--- src/rtl/stack_pkg.sv ---
`timescale 1ns/1ps
package stack_pkg;
   typedef enum logic [1:0] {
      ACT_NONE  = 2'd0,
      ACT_PUSH  = 2'd1,
      ACT_POP   = 2'd2,
      ACT_CLASH = 2'd3
   } stack_act_e;
endpackage

--- src/rtl/stack_guard.sv ---
`timescale 1ns/1ps
// Occupancy tracking and acceptance of requests; owns the sticky error flags.
module stack_guard
   import stack_pkg::*;
#(
   parameter int DEPTH = 8,
   localparam int CNT_W = $clog2(DEPTH + 1)
) (
   input  logic clk,
   input  logic rst_n,
   input  logic push_i,
   input  logic pop_i,
   input  logic load_i,
   output logic do_push,
   output logic do_pop,
   output logic ovf_o,
   output logic unf_o,
   output logic clash_o
);
   localparam logic [CNT_W-1:0] CNT_MAX = CNT_W'(DEPTH);

   logic [CNT_W-1:0] count_q;
   stack_act_e       act;
   logic             full_w, empty_w;

   assign full_w  = (count_q == CNT_MAX);
   assign empty_w = (count_q == '0);

   always_comb begin
      act = ACT_NONE;
      if (!load_i) begin
         if (push_i && pop_i)
            act = ACT_CLASH;
         else if (push_i)
            act = ACT_PUSH;
         else if (pop_i)
            act = ACT_POP;
      end
   end

   assign do_push = (act == ACT_PUSH) && !full_w;
   assign do_pop  = (act == ACT_POP)  && !empty_w;

   always_ff @(posedge clk or negedge rst_n) begin
      if (!rst_n) begin
         count_q <= '0;
         ovf_o   <= 1'b0;
         unf_o   <= 1'b0;
         clash_o <= 1'b0;
      end else if (load_i) begin
         count_q <= '0;
         ovf_o   <= 1'b0;
         unf_o   <= 1'b0;
         clash_o <= 1'b0;
      end else begin
         if (do_push)
            count_q <= count_q + 1'b1;
         else if (do_pop)
            count_q <= count_q - 1'b1;
         if (act == ACT_PUSH && full_w)
            ovf_o <= 1'b1;
         if (act == ACT_POP && empty_w)
            unf_o <= 1'b1;
         if (act == ACT_CLASH)
            clash_o <= 1'b1;
      end
   end
endmodule

--- src/rtl/stack_ptr_unit.sv ---
`timescale 1ns/1ps
// Stack pointer with convention-specific pre/post update and access addresses.
module stack_ptr_unit #(
   parameter int DEPTH     = 8,
   parameter bit FULL_MODE = 1'b1,
   parameter bit ASCEND    = 1'b1,
   localparam int PTR_W    = $clog2(DEPTH)
) (
   input  logic             clk,
   input  logic             rst_n,
   input  logic             load_i,
   input  logic [PTR_W-1:0] load_sp_i,
   input  logic             do_push,
   input  logic             do_pop,
   output logic [PTR_W-1:0] sp_q,
   output logic [PTR_W-1:0] wr_addr,
   output logic [PTR_W-1:0] rd_addr
);
   // Full+ascending and empty+descending start at the top slot, the others at 0.
   localparam logic [PTR_W-1:0] INIT_PTR =
      (FULL_MODE == ASCEND) ? PTR_W'(DEPTH - 1) : '0;

   logic [PTR_W-1:0] fwd, back;

   generate
      if (ASCEND) begin : g_up
         assign fwd  = sp_q + 1'b1;
         assign back = sp_q - 1'b1;
      end else begin : g_down
         assign fwd  = sp_q - 1'b1;
         assign back = sp_q + 1'b1;
      end

      if (FULL_MODE) begin : g_full
         assign wr_addr = fwd;   // pre-step, then write
         assign rd_addr = sp_q;  // read, then post-step
      end else begin : g_empty
         assign wr_addr = sp_q;  // write, then post-step
         assign rd_addr = back;  // pre-step, then read
      end
   endgenerate

   always_ff @(posedge clk or negedge rst_n) begin
      if (!rst_n)
         sp_q <= INIT_PTR;
      else if (load_i)
         sp_q <= load_sp_i;
      else if (do_push)
         sp_q <= fwd;
      else if (do_pop)
         sp_q <= back;
   end
endmodule

--- src/rtl/stack_mem.sv ---
`timescale 1ns/1ps
// Register array with one write port and one registered read port.
module stack_mem #(
   parameter int DATA_W = 16,
   parameter int DEPTH  = 8,
   localparam int PTR_W = $clog2(DEPTH)
) (
   input  logic              clk,
   input  logic              rst_n,
   input  logic              we,
   input  logic [PTR_W-1:0]  waddr,
   input  logic [DATA_W-1:0] wdata,
   input  logic              re,
   input  logic [PTR_W-1:0]  raddr,
   output logic [DATA_W-1:0] rdata_q,
   output logic              rvalid_q
);
   logic [DATA_W-1:0] cells [DEPTH];

   always_ff @(posedge clk) begin
      if (we)
         cells[waddr] <= wdata;
   end

   always_ff @(posedge clk or negedge rst_n) begin
      if (!rst_n) begin
         rdata_q  <= '0;
         rvalid_q <= 1'b0;
      end else begin
         rvalid_q <= re;
         if (re)
            rdata_q <= cells[raddr];
      end
   end
endmodule

--- src/rtl/lifo_stack.sv ---
`timescale 1ns/1ps
module lifo_stack #(
   parameter int DATA_W    = 16,
   parameter int DEPTH     = 8,
   parameter bit FULL_MODE = 1'b1,
   parameter bit ASCEND    = 1'b1,
   localparam int PTR_W    = $clog2(DEPTH)
) (
   input  logic              clk,
   input  logic              rst_n,
   input  logic              push_i,
   input  logic              pop_i,
   input  logic [DATA_W-1:0] wdata_i,
   input  logic              load_i,
   input  logic [PTR_W-1:0]  load_sp_i,
   output logic [DATA_W-1:0] rdata_o,
   output logic              rvalid_o,
   output logic [PTR_W-1:0]  sp_o,
   output logic              ovf_o,
   output logic              unf_o,
   output logic              clash_o
);
   generate
      if (DEPTH < 2 || (DEPTH & (DEPTH - 1)) != 0) begin : g_bad_depth
         $error("lifo_stack: DEPTH must be a power of two, at least 2");
      end
      if (DATA_W < 1) begin : g_bad_width
         $error("lifo_stack: DATA_W must be positive");
      end
   endgenerate

   logic             do_push, do_pop;
   logic [PTR_W-1:0] wr_addr, rd_addr;

   stack_guard #(.DEPTH(DEPTH)) u_guard (
      .clk     (clk),
      .rst_n   (rst_n),
      .push_i  (push_i),
      .pop_i   (pop_i),
      .load_i  (load_i),
      .do_push (do_push),
      .do_pop  (do_pop),
      .ovf_o   (ovf_o),
      .unf_o   (unf_o),
      .clash_o (clash_o)
   );

   stack_ptr_unit #(
      .DEPTH     (DEPTH),
      .FULL_MODE (FULL_MODE),
      .ASCEND    (ASCEND)
   ) u_ptr (
      .clk       (clk),
      .rst_n     (rst_n),
      .load_i    (load_i),
      .load_sp_i (load_sp_i),
      .do_push   (do_push),
      .do_pop    (do_pop),
      .sp_q      (sp_o),
      .wr_addr   (wr_addr),
      .rd_addr   (rd_addr)
   );

   stack_mem #(.DATA_W(DATA_W), .DEPTH(DEPTH)) u_mem (
      .clk      (clk),
      .rst_n    (rst_n),
      .we       (do_push),
      .waddr    (wr_addr),
      .wdata    (wdata_i),
      .re       (do_pop),
      .raddr    (rd_addr),
      .rdata_q  (rdata_o),
      .rvalid_q (rvalid_o)
   );
endmodule

--- config.mk ---
export PLATFORM = sky130hd
export DESIGN_NAME = lifo_stack
export DESIGN_NICKNAME = d
export VERILOG_FILES = /design/src/rtl/stack_pkg.sv /design/src/rtl/stack_guard.sv /design/src/rtl/stack_ptr_unit.sv /design/src/rtl/stack_mem.sv /design/src/rtl/lifo_stack.sv
export SDC_FILE = /design/constraint.sdc
export NUM_CORES = 1
export LEC_CHECK = 0
export BUFFER_PORTS_ARGS = -buffer_cell sky130_fd_sc_hd__buf_2
export CORE_MARGIN = 8
export CORE_UTILIZATION = 54
export CTS_CLUSTER_DIAMETER = 120
export DETAILED_ROUTE_END_ITERATION = 8
export PLACE_DENSITY = 0.73
export REMOVE_ABC_BUFFERS = 1
export SLEW_MARGIN = 10
export SYNTH_ARGS = -nofsm -noshare
export SYNTH_HDL_FRONTEND = slang
export SYNTH_SLANG_ARGS = --single-unit
--- constraint.sdc ---
create_clock -name clk -period 3.18 [get_ports clk]
set_input_delay 0.477 -clock clk [delete_from_list [all_inputs] [get_ports clk]]
set_output_delay 0.477 -clock clk [all_outputs]
set_load 0.02 [all_outputs]
* Word level (Yosys, flattened, before mapping)
Memories as Yosys holds them, arrays and structs flattened. A register that Yosys moved wholly into a read port is not among the register bits.
Index checks and enable logic that the tools add are counted.
** Word-level totals
- Bits in writable memories :: 128
- Output and inout bits :: 23
- Register bits :: 11
- Memories :: 1
** Memories
- u_mem.cells :: words 8, bits a word 16, read ports 1, clocked after Yosys merged registers in 1, wr ports 1, line stack_mem.sv:18 : logic [DATA_W-1:0] cells [DEPTH];
** Operators by class
- Muxes and demuxes :: 18
- Reduce and logical (&&, ||, !) cells :: 13
- Add/subtract/negate cells :: 4
- Equality and inequality tests :: 4
** Operator list (number)
- $mux 4 :: 3
- $mux 3 :: 3
- $mux 1 :: 8
- $mux 2 :: 4
- $reduce_bool 2->1 :: 3
- $logic_and 1x1->1 :: 5
- $add 4x1->4 const B :: 1
- $eq 2x2->1 const B :: 2
- $eq 4x4->1 const B :: 1
- $logic_not 4->1 :: 1
- $sub 4x1->4 const B :: 1
- $add 3x1->3 const B :: 1
- $logic_not 1->1 :: 3
- $reduce_bool 3->1 :: 1
- $sub 3x1->3 const B :: 1
- $eq 2x1->1 const B :: 1

* Longest topological paths before layout
Gate-level depths: netlist of the first run.
- Depth after elaboration :: 9
- Depth in mapped cells :: 9
- Depth with buffers taken out :: 7

* Modules after synthesis
Synthesis of the first run repeated with hierarchy kept, for this count alone.
** Unflattened totals
- Cell total of the unflattened synthesis :: 398
- Area, all modules :: 6373.6 µm²
** Modules (own cells, without submodules)
- stack_mem :: instances 1, seq. area each 4269.1 µm², area each 5677.9 µm², cells an instance 326
- stack_guard :: instances 1, seq. area each 175.2 µm², area each 459.2 µm², cells an instance 46
- stack_ptr_unit :: instances 1, seq. area each 78.8 µm², area each 236.5 µm², cells an instance 26

* Worst setup path after synthesis of the first run
Ideal clock, no wire load.
- Path kind :: reg2reg
- From :: register u_ptr.sp_q[1], in the netlist u_ptr.rd_addr[1]
- To :: memory u_mem.cells[1][0] (enable)
- Arrival time :: 3.197 ns
- Clock period less this slack :: 3.627 ns
- Setup slack :: -0.447 ns
- Stages on the path, launching flop included :: 7
- Required time :: 2.750 ns
- Library setup time :: 0.430 ns
- Path through :: dfstp_2 -> clkbuf_1 -> buf_2 -> inv_1 -> ha_1 -> buf_1 -> nor4_1
** Between the ends
- Word-level cells in the longest chain between the ends :: 1
** Ends and longest elaborated chain
- start: declaration :: line stack_ptr_unit.sv:15 : output logic [PTR_W-1:0] sp_q,
- start signal: assignment :: line stack_ptr_unit.sv:47 : sp_q <= load_sp_i;
- start signal: assignment :: line stack_ptr_unit.sv:49 : sp_q <= fwd;
- start signal: assignment :: line stack_ptr_unit.sv:51 : sp_q <= back;
- $add 3x1->3 :: line stack_ptr_unit.sv:27 : assign fwd = sp_q + 1'b1;
- end: declaration :: line stack_mem.sv:18
No other way between the ends.

* Final worst setup path of the first run
- From :: register u_guard.count_q[1]
- To :: register u_guard.count_q[3]
** Between the ends
- Word-level cells in the longest chain between the ends :: 5
** Ends and longest elaborated chain
- start: declaration :: line stack_guard.sv:22 : logic [CNT_W-1:0] count_q;
- start signal: assignment :: line stack_guard.sv:57 : count_q <= count_q + 1'b1;
- start signal: assignment :: line stack_guard.sv:59 : count_q <= count_q - 1'b1;
- parallel branches: the longest is 5 deep, another holds $sub 4x1->4
Several ways; the timed one is not identified. The select of a mux whose other input is x is not followed.
A chain may end at the register's enable or synchronous reset.

==> results.sh, run 1 <==
export IMPL_ctsHtreeMaxLevel=4
export IMPL_setup_violations=0
export IMPL_diodes=0
export IMPL_numCtsBuffers=17
export IMPL_rsz0062_at_grt="false"
export IMPL_dr_pass1_iters=4
export IMPL_synth_distinct_cells=44
export IMPL_stdcell_area_um2=7140
export IMPL_die_x_um=123
export IMPL_grt_usage=0.168
export IMPL_post_cts_setup_buffers=0
export IMPL_leakagePower_nw=2.60
export IMPL_post_cts_resized=0
export IMPL_root_buffer="clkbuf_16"
export IMPL_hold_class="in2async"
export IMPL_initial_core_util=0.547
export IMPL_synthArstFlopShare=0.174
export IMPL_slew_headroom=0.482
export IMPL_p_switching_mw=1.43
export IMPL_netlist_area_um2=6190
export IMPL_synth_warning_count=0
export IMPL_crit_path_start_kind="flip-flop"
export IMPL_ys_seq_area_frac=0.730
export IMPL_fin_ws_ps=772
export IMPL_grt_max_degree=39
export IMPL_yosys_area_top_type="edfxtp_1"
export IMPL_placed_cell_area_um2=6640
export IMPL_clk_latency_ps=420
export IMPL_period_needed_ps=2410
export IMPL_seq_power_share=0.473
export IMPL_num_nets_final=420
export IMPL_synth_cells=328
export IMPL_yosys_register_bits=155
export IMPL_powerDensity_nw_per_um2=732
export IMPL_total_power_mw=5.22
export IMPL_maxSlewViolCount=0
export IMPL_synthFlopType="edfxtp_1"
export IMPL_gp_congestion=0.790
export IMPL_synth_top_area_share=0.620
export IMPL_ant_nets=0
export IMPL_mostFrequentLayoutCell="edfxtp_1"
export IMPL_cp_arrival_ps=2700
export IMPL_clkTransAtPathRegs_ps=60
export IMPL_clkPwrFrac=0.324
export IMPL_port_buffers=46
export IMPL_cts_tree="yes"
export IMPL_timing_fmax_mhz=415
export IMPL_drcViolationCount=0
export IMPL_dp_slack_ps=777
export IMPL_synth_edf_count=128
export IMPL_peakVddDrop_v=0.000498
export IMPL_grt_first_pass_wirelength_mm=18.1
export IMPL_internal_power_mw=3.79
export IMPL_via_per_inst=5.75
export IMPL_syn_area_per_cell_um2=18.9
export IMPL_p_sw_frac=0.274
export IMPL_overflow=0
export IMPL_hold_viol_final=0
export IMPL_area_growth_pct=15.2
export IMPL_status="finished, final reports clean"
export IMPL_coreArea_um2=11300
export IMPL_antenna_found_initial=1
export IMPL_end_kind="flip-flop"
export IMPL_clock_sinks=155
export IMPL_die_h_um=123
export IMPL_skew_ps=4.52
export IMPL_path_max_fanout=7
export IMPL_rows=39
export IMPL_worstMarginPinSlew_ps=777
export IMPL_finalNonFillerCells=547
export IMPL_dpl_cell_count=515
export IMPL_num_vias=3145
export IMPL_pwr_share_comb=0.203
export IMPL_first_global_vias=3269
export IMPL_reg2regPathDepth=7
export IMPL_path_class="reg2reg"
export IMPL_hpwl_mm=6.90
export IMPL_ioPinCount=47
export IMPL_n_fill_cell=815
export IMPL_fin_crit_sh=0.757
export IMPL_cts_hold_buffers=0
export IMPL_layout_drive_gt1_share=0.347
export IMPL_wl_mm=11.9
export IMPL_drt_iter0_drc=246
export IMPL_mostFrequentLayoutCells="128 x edfxtp_1, 46 x buf_2, 32 x mux4_2"
export IMPL_maxCapViolations=0
export IMPL_die_area_um2=15200
export IMPL_netlist_top_cells_area="edfxtp_1 62%, mux4_2 12%, dfrtp_1 9.7%"
export IMPL_required_ps=3470
export IMPL_whs_ps=140
export IMPL_post_drt_wl_per_cell_um=21.7
export IMPL_clockBufferDepth=2
[per-stage QoR]
stage          utilization  TNS (ps)
2_1_floorplan            -    -42940
3_3_place_gp         0.587         0
3_5_place_dp         0.587         0
4_1_cts              0.631         0
5_1_grt              0.631         0
6_report             0.631         0
[power by group through the flow]
stage / Sequential [mW] / Combinational [mW] / Clock, mW
after floorplan: 2.73 / 0.513 / 0
after global placement: 2.50 / 1.06 / 0
after detailed placement: 2.51 / 1.08 / 0
after CTS: 2.47 / 1.08 / 1.73
after global routing: 2.49 / 1.16 / 1.80
final: 2.47 / 1.06 / 1.69
[cell usage after synthesis (3+ instances only)]
cell type	number
edfxtp_1	128
mux4_2	32
dfrtp_1	24
nand2_1	23
mux2i_1	18
o21ai_1	14
nor2_1	8
inv_1	7
buf_2	6
nor3_1	5
a21oi_1	4
buf_4	4
clkbuf_1	4
ha_1	4
xnor2_1	4
buf_6	3
dfstp_2	3
nor2b_1	3
o21ai_2	3
[final timing paths]
path	startpoint	end	slack, ps
setup reg to reg	u_guard.count_q[1]	u_guard.count_q[3]	770
setup / recovery	u_guard.count_q[1]	u_guard.count_q[3]	770
max in group asynchronous	rst_n	u_mem.rdata_q[11]	2540
hold reg to reg	u_mem.rdata_q[13]	u_mem.rdata_q[13]	470
hold / removal	rst_n	u_mem.rdata_q[1]	140
min in group clk	load_sp_i[0]	u_ptr.rd_addr[0]	280
[layout make-up]
type | count | area, µm² | area share
multi-input combinational | 147 | 1560 | 0.219
tap | 143 | 179 | 0.0251
sequential | 155 | 4520 | 0.634
inverter | 8 | 30.0 | 0.00421
timing repair buffer | 62 | 350 | 0.0491
clock buffer | 20 | 437 | 0.0612
clock inverter | 12 | 57.6 | 0.00806
[cells by family after synthesis]
logic type / Yosys count / synth area share
adder cells (fa/ha/maj): 5 / 0.0113
multiplexers: 50 / 0.145
buffers and inverters: 26 / 0.0230
XOR/XNOR: 5 / 0.00707
AO/OA/AOI/OAI: 35 / 0.0392
AND/OR/NAND/NOR: 52 / 0.0438
flip-flops: 155 / 0.730
[critical path, stage by stage, from the launching register on]
cell and delay, ps:
dfrtp_1 460, or4b_4 590, nand3_2 220, ha_1 280
a21o_2 210, a21oi_1 230, mux2i_1 220, a21oi_1 80
[layer usage]
metal | global-route usage | routed length, µm
met4 | 0.0783 | 211
met5 | 0 | 12
met3 | 0.0447 | 589
met2 | 0.271 | 6050
met1 | 0.210 | 4990
[sequential cells by signal, summed over array words and instances (netlist names)]
signal,cells
u_guard.clash_o,1
u_guard.count_q,4
u_guard.ovf_o,1
u_guard.unf_o,1
u_mem.cells,128
u_mem.rdata_q,16
u_mem.rvalid_q,1
u_ptr.rd_addr,3
(Power assumes the default switching activity.)
==> inputs of run 2 (changes only) <==
Clock period 3.18 ns to 2.1 ns, I/O delays scaled along.
==> run 2 against run 1 <==
Effect of this change:
- critical path depth shrank 1
- first-iteration DRC count decreased by 27%
- die area unchanged
- via count grew 1.7%
- clock power grew 78%
==> results.sh, run 2 (synthesized netlist as in run 1, its figures left out) <==
export IMPL_area_growth_pct=20.2
export IMPL_antenna_found_initial=1
export IMPL_drt_iter0_drc=180
export IMPL_numCtsBuffers=17
export IMPL_gp_congestion=0.786
export IMPL_maxSlewViolCount=0
export IMPL_clk_latency_ps=420
export IMPL_cts_tree="yes"
export IMPL_min_to="u_ptr.rd_addr[0]"
export IMPL_clock_sinks=155
export IMPL_fin_ws_ps=84.6
export IMPL_worstMarginPinSlew_ps=757
export IMPL_total_power_mw=8.49
export IMPL_period_needed_ps=2020
export IMPL_root_buffer="clkbuf_16"
export IMPL_wl_met3_um=710
export IMPL_layout_drive_gt1_share=0.384
export IMPL_die_h_um=123
export IMPL_top_regs="u_mem.cells (128), u_mem.rdata_q (16), u_guard.count_q (4)"
export IMPL_worstReg2RegStart="u_guard.count_q[0]"
export IMPL_path_class="reg2reg"
export IMPL_dp_slack_ps=23.0
export IMPL_final_core_utilization=0.657
export IMPL_leakagePower_nw=2.74
export IMPL_post_cts_setup_buffers=0
export IMPL_grt_usage=0.177
export IMPL_grt_first_pass_wirelength_mm=19.2
export IMPL_clkTransAtPathRegs_ps=60
export IMPL_path_max_fanout=6
export IMPL_internal_power_mw=6.21
export IMPL_mostFrequentLayoutCell="edfxtp_1"
export IMPL_maxCapViolations=0
export IMPL_p_switching_mw=2.28
export IMPL_finalNonFillerCells=567
export IMPL_fin_crit_sh=0.960
export IMPL_ctsHtreeMaxLevel=4
export IMPL_num_nets_final=440
export IMPL_rows=39
export IMPL_dr_pass1_iters=4
export IMPL_p_sw_frac=0.268
export IMPL_first_global_vias=3379
export IMPL_end_kind="flip-flop"
export IMPL_wl_met1_mm=5.47
export IMPL_min_from="load_sp_i[0]"
export IMPL_via_per_inst=5.64
export IMPL_dpl_cell_count=534
export IMPL_coreArea_um2=11300
export IMPL_seq_power_share=0.438
export IMPL_required_ps=2410
export IMPL_top_register="u_mem.cells"
export IMPL_overflow=0
export IMPL_cp_arrival_ps=2320
export IMPL_placed_cell_area_um2=6840
export IMPL_port_buffers=46
export IMPL_rsz0062_at_grt="false"
export IMPL_setup_violations=0
export IMPL_drcViolationCount=0
export IMPL_rrSetupSlack_ps=80
export IMPL_hold_class="in2reg"
export IMPL_slew_headroom=0.495
export IMPL_n_fill_cell=759
export IMPL_largest_register_ffs=128
export IMPL_clockBufferDepth=2
export IMPL_die_x_um=123
export IMPL_timing_fmax_mhz=496
export IMPL_worstReg2RegEnd="u_guard.count_q[1]"
export IMPL_initial_core_util=0.547
export IMPL_reg2regPathDepth=6
export IMPL_powerDensity_nw_per_um2=1140
export IMPL_ioPinCount=47
export IMPL_hpwl_mm=7.47
export IMPL_whs_ps=128
export IMPL_stdcell_area_um2=7440
export IMPL_hold_depth=3
export IMPL_highest_layer="met5"
export IMPL_hold_viol_final=0
export IMPL_mostFrequentLayoutCells="128 x edfxtp_1, 46 x buf_2, 32 x mux4_2"
export IMPL_clkPwrFrac=0.354
export IMPL_peakVddDrop_v=0.000904
export IMPL_diodes=0
export IMPL_num_vias=3199
export IMPL_grt_max_degree=34
export IMPL_pwr_share_comb=0.208
export IMPL_die_area_um2=15200
export IMPL_crit_path_start_kind="flip-flop"
export IMPL_post_drt_wl_per_cell_um=21.8
export IMPL_wl_mm=12.4
export IMPL_routed_wl_met2_mm=5.97
export IMPL_finalSetupTns_ps=0
export IMPL_status="finished, final reports clean"
export IMPL_skew_ps=7.77
export IMPL_ant_nets=0
[run 2: routing by layer]
metal  GRT usage  vias to the layer above
met3      0.0580                       26
met1       0.226                     1625
met5           0                        -
met2       0.280                       81
met4      0.0640                        2
li1            -                     1465
[run 2: how the worst max path moves through the flow]
stage,start,endpoint,slack [ps],depth (start not counted)
finish,u_guard.count_q[0],u_guard.count_q[1],80,6
global route,u_ptr.rd_addr[0],u_mem.cells[0][15],3,4
CTS,u_guard.count_q[0],u_guard.count_q[3],30,7
detailed placement,u_guard.count_q[0],u_guard.count_q[3],20,7
global placement,u_guard.count_q[0],u_guard.count_q[3],70,7
floorplan,u_ptr.rd_addr[0],u_mem.cells[1][0],-1850,3
[run 2: critical path: stages, from the launching register on]
cell and delay (ps):
dfrtp_1 370, or4b_4 540, nand3_2 100, buf_6 130
inv_2 50, fa_1 450, a211oi_1 260
[run 2: power groups by stage]
| stage | Combinational (mW) | Sequential (mW) | Clock [mW] |
|---|---|---|---|
| 2_1_floorplan | 0.776 | 4.13 | 0 |
| 3_3_place_gp | 1.73 | 3.76 | 0 |
| 4_1_cts | 1.78 | 3.72 | 3.05 |
| 3_5_place_dp | 1.76 | 3.78 | 0 |
| 6_report | 1.76 | 3.72 | 3.01 |
| 5_1_grt | 1.92 | 3.75 | 3.16 |
[run 2: final cells by class]
type | count | area [µm²] | area share
clock inverters | 12 | 150 | 0.0202
repair buffers | 82 | 557 | 0.0748
clock buffers | 20 | 437 | 0.0587
flip-flops and latches | 155 | 4520 | 0.608
inverters | 8 | 30.0 | 0.00403
multi-input cells | 147 | 1570 | 0.211
well taps | 143 | 179 | 0.0240
[run 2: what timing repair did]
action,4_1_cts,5_1_grt
endpoints found under the setup margin,0,76
hold buffers,1,0
endpoints found under the hold margin,23,0
resized for setup,0,3
==> inputs of run 3 (changes only) <==
Clock period 2.1 ns to 1.7 ns, I/O delays scaled along.
==> run 3 against run 2 <==
Effect of this change:
- the run now ends with negative setup slack left
- global-route usage is 3.6 points higher
- clock-buffer cell count up 1
- critical path depth did not move
- die area did not move
- cell area rose by 9.7%
- first-iteration DRC count rose by 96%
- clock skew hardly changed
- combinational power up 77%
==> results.sh, run 3 (synthesized netlist as in run 1, its figures left out) <==
export IMPL_wl_mm=15.5
export IMPL_via_per_inst=5.98
export IMPL_rsz0062_at_grt="true"
export IMPL_skew_ps=8.21
export IMPL_end_kind="flip-flop"
export IMPL_overflow=0
export IMPL_clockBufferDepth=2
export IMPL_grt_max_degree=28
export IMPL_drcViolationCount=0
export IMPL_ctsHtreeMaxLevel=4
export IMPL_num_nets_final=480
export IMPL_peakVddDrop_v=0.00121
export IMPL_placed_cell_area_um2=6930
export IMPL_root_buffer="clkbuf_16"
export IMPL_status="finished, violations left"
export IMPL_clkTransAtPathRegs_ps=60
export IMPL_drt_iter0_drc=352
export IMPL_post_drt_wl_per_cell_um=25.5
export IMPL_maxCapViolations=0
export IMPL_rows=39
export IMPL_setup_violations=148
export IMPL_grt_use_met2=0.349
export IMPL_mostFrequentLayoutCells="128 x edfxtp_1, 44 x buf_2, 36 x buf_4"
export IMPL_die_x_um=123
export IMPL_timing_fmax_mhz=491
export IMPL_port_buffers=46
export IMPL_die_h_um=123
export IMPL_ioPinCount=47
export IMPL_initial_core_util=0.547
export IMPL_cts_tree="yes"
export IMPL_hold_class="in2reg"
export IMPL_ant_nets=0
export IMPL_p_switching_mw=3.17
export IMPL_dp_slack_ps=-373
export IMPL_internal_power_mw=8.26
export IMPL_clock_sinks=155
export IMPL_required_ps=1830
export IMPL_powerDensity_nw_per_um2=1400
export IMPL_first_global_vias=3888
export IMPL_num_vias=3631
export IMPL_slew_headroom=0.475
export IMPL_met1_usage=0.263
export IMPL_grt_usage=0.212
export IMPL_diodes=0
export IMPL_failed_checks="negative setup slack"
export IMPL_gp_congestion=0.798
export IMPL_numCtsBuffers=17
export IMPL_layout_drive_gt1_share=0.470
export IMPL_busiest_layer="met2"
export IMPL_area_growth_pct=31.9
export IMPL_grt_first_pass_wirelength_mm=22.8
export IMPL_seq_power_share=0.404
export IMPL_mostFrequentLayoutCell="edfxtp_1"
export IMPL_period_needed_ps=2040
export IMPL_clk_latency_ps=430
export IMPL_worstMarginPinSlew_ps=788
export IMPL_stdcell_area_um2=8170
export IMPL_die_area_um2=15200
export IMPL_crit_path_start_kind="flip-flop"
export IMPL_antenna_found_initial=0
export IMPL_fin_crit_sh=1.20
export IMPL_hold_viol_final=0
export IMPL_pwr_share_comb=0.272
export IMPL_p_sw_frac=0.278
export IMPL_dr_pass1_iters=5
export IMPL_fin_ws_ps=-335
export IMPL_maxSlewViolCount=0
export IMPL_total_power_mw=11.4
export IMPL_top_regs="u_mem.cells (128), u_mem.rdata_q (16), u_guard.count_q (4)"
export IMPL_hpwl_mm=7.81
export IMPL_clkPwrFrac=0.324
export IMPL_final_core_utilization=0.722
export IMPL_path_max_fanout=4
export IMPL_top_register="u_mem.cells"
export IMPL_largest_register_ffs=128
export IMPL_reg2regPathDepth=6
export IMPL_use_met3=0.0539
export IMPL_path_class="reg2reg"
export IMPL_cp_arrival_ps=2170
export IMPL_coreArea_um2=11300
export IMPL_leakagePower_nw=3.05
export IMPL_hold_depth=3
[run 3: worst max-delay path, stage by stage, from the launching register on]
cell and delay, ps:
dfstp_2 570, buf_6 110, ha_4 170, xnor2_4 100
buf_6 140, nor4_4 420, buf_4 230
[run 3: power groups by stage]
stage | Clock, mW | Combinational, mW | Sequential [mW]
floorplan | 0 | 0.959 | 5.10
global placement | 0 | 2.26 | 4.65
detailed placement | 0 | 2.30 | 4.68
CTS | 3.72 | 2.95 | 4.61
global route | 3.90 | 3.30 | 4.65
finish | 3.71 | 3.11 | 4.62
[run 3: what timing repair did]
action / in CTS / in global routing
hold endpoints to repair: 24 / 0
setup buffers: 16 / 11
endpoints found under the setup margin: 151 / 152
gates cloned: 7 / 0
pin swaps: 12 / 10
hold buffers: 1 / 0
resized for setup: 71 / 32
[run 3: per-layer routing]
metal | wire length (µm) | share of wire
met3 | 1030 | 0.067
met2 | 7780 | 0.50
met4 | 437 | 0.028
met5 | 0 | 0
met1 | 6220 | 0.40
[run 3: stage by stage]
step                      hold slack (ps)  setup TNS [ps]  instances
after floorplan                     -40.6         -237820        310
after global placement                352          -25780        547
after detailed placement              375          -32370        547
after CTS                            50.6          -22380        603
after global routing                 55.4          -42930        607
final                                62.0          -35990        607
[run 3: final timing paths]
check                                 start           endpoint  slack [ps]
max                        u_ptr.rd_addr[0]  u_mem.cells[5][1]        -340
min                            load_sp_i[0]   u_ptr.rd_addr[0]          60
max reg2reg                u_ptr.rd_addr[0]  u_mem.cells[5][1]        -340
min reg2reg                u_mem.rdata_q[1]   u_mem.rdata_q[1]         480
max in group asynchronous             rst_n  u_mem.rdata_q[11]         740
min in group asynchronous             rst_n  u_mem.rdata_q[15]         460
[run 3: area by class of cell]
cell class | count | area, µm²
repair buffers | 122 | 1090
well taps | 143 | 179
clock inverters | 11 | 126
fillers | 668 | 3150
clock buffers | 21 | 450
flip-flops and latches | 155 | 4520
multi-input cells | 147 | 1760
inverters | 8 | 32.5
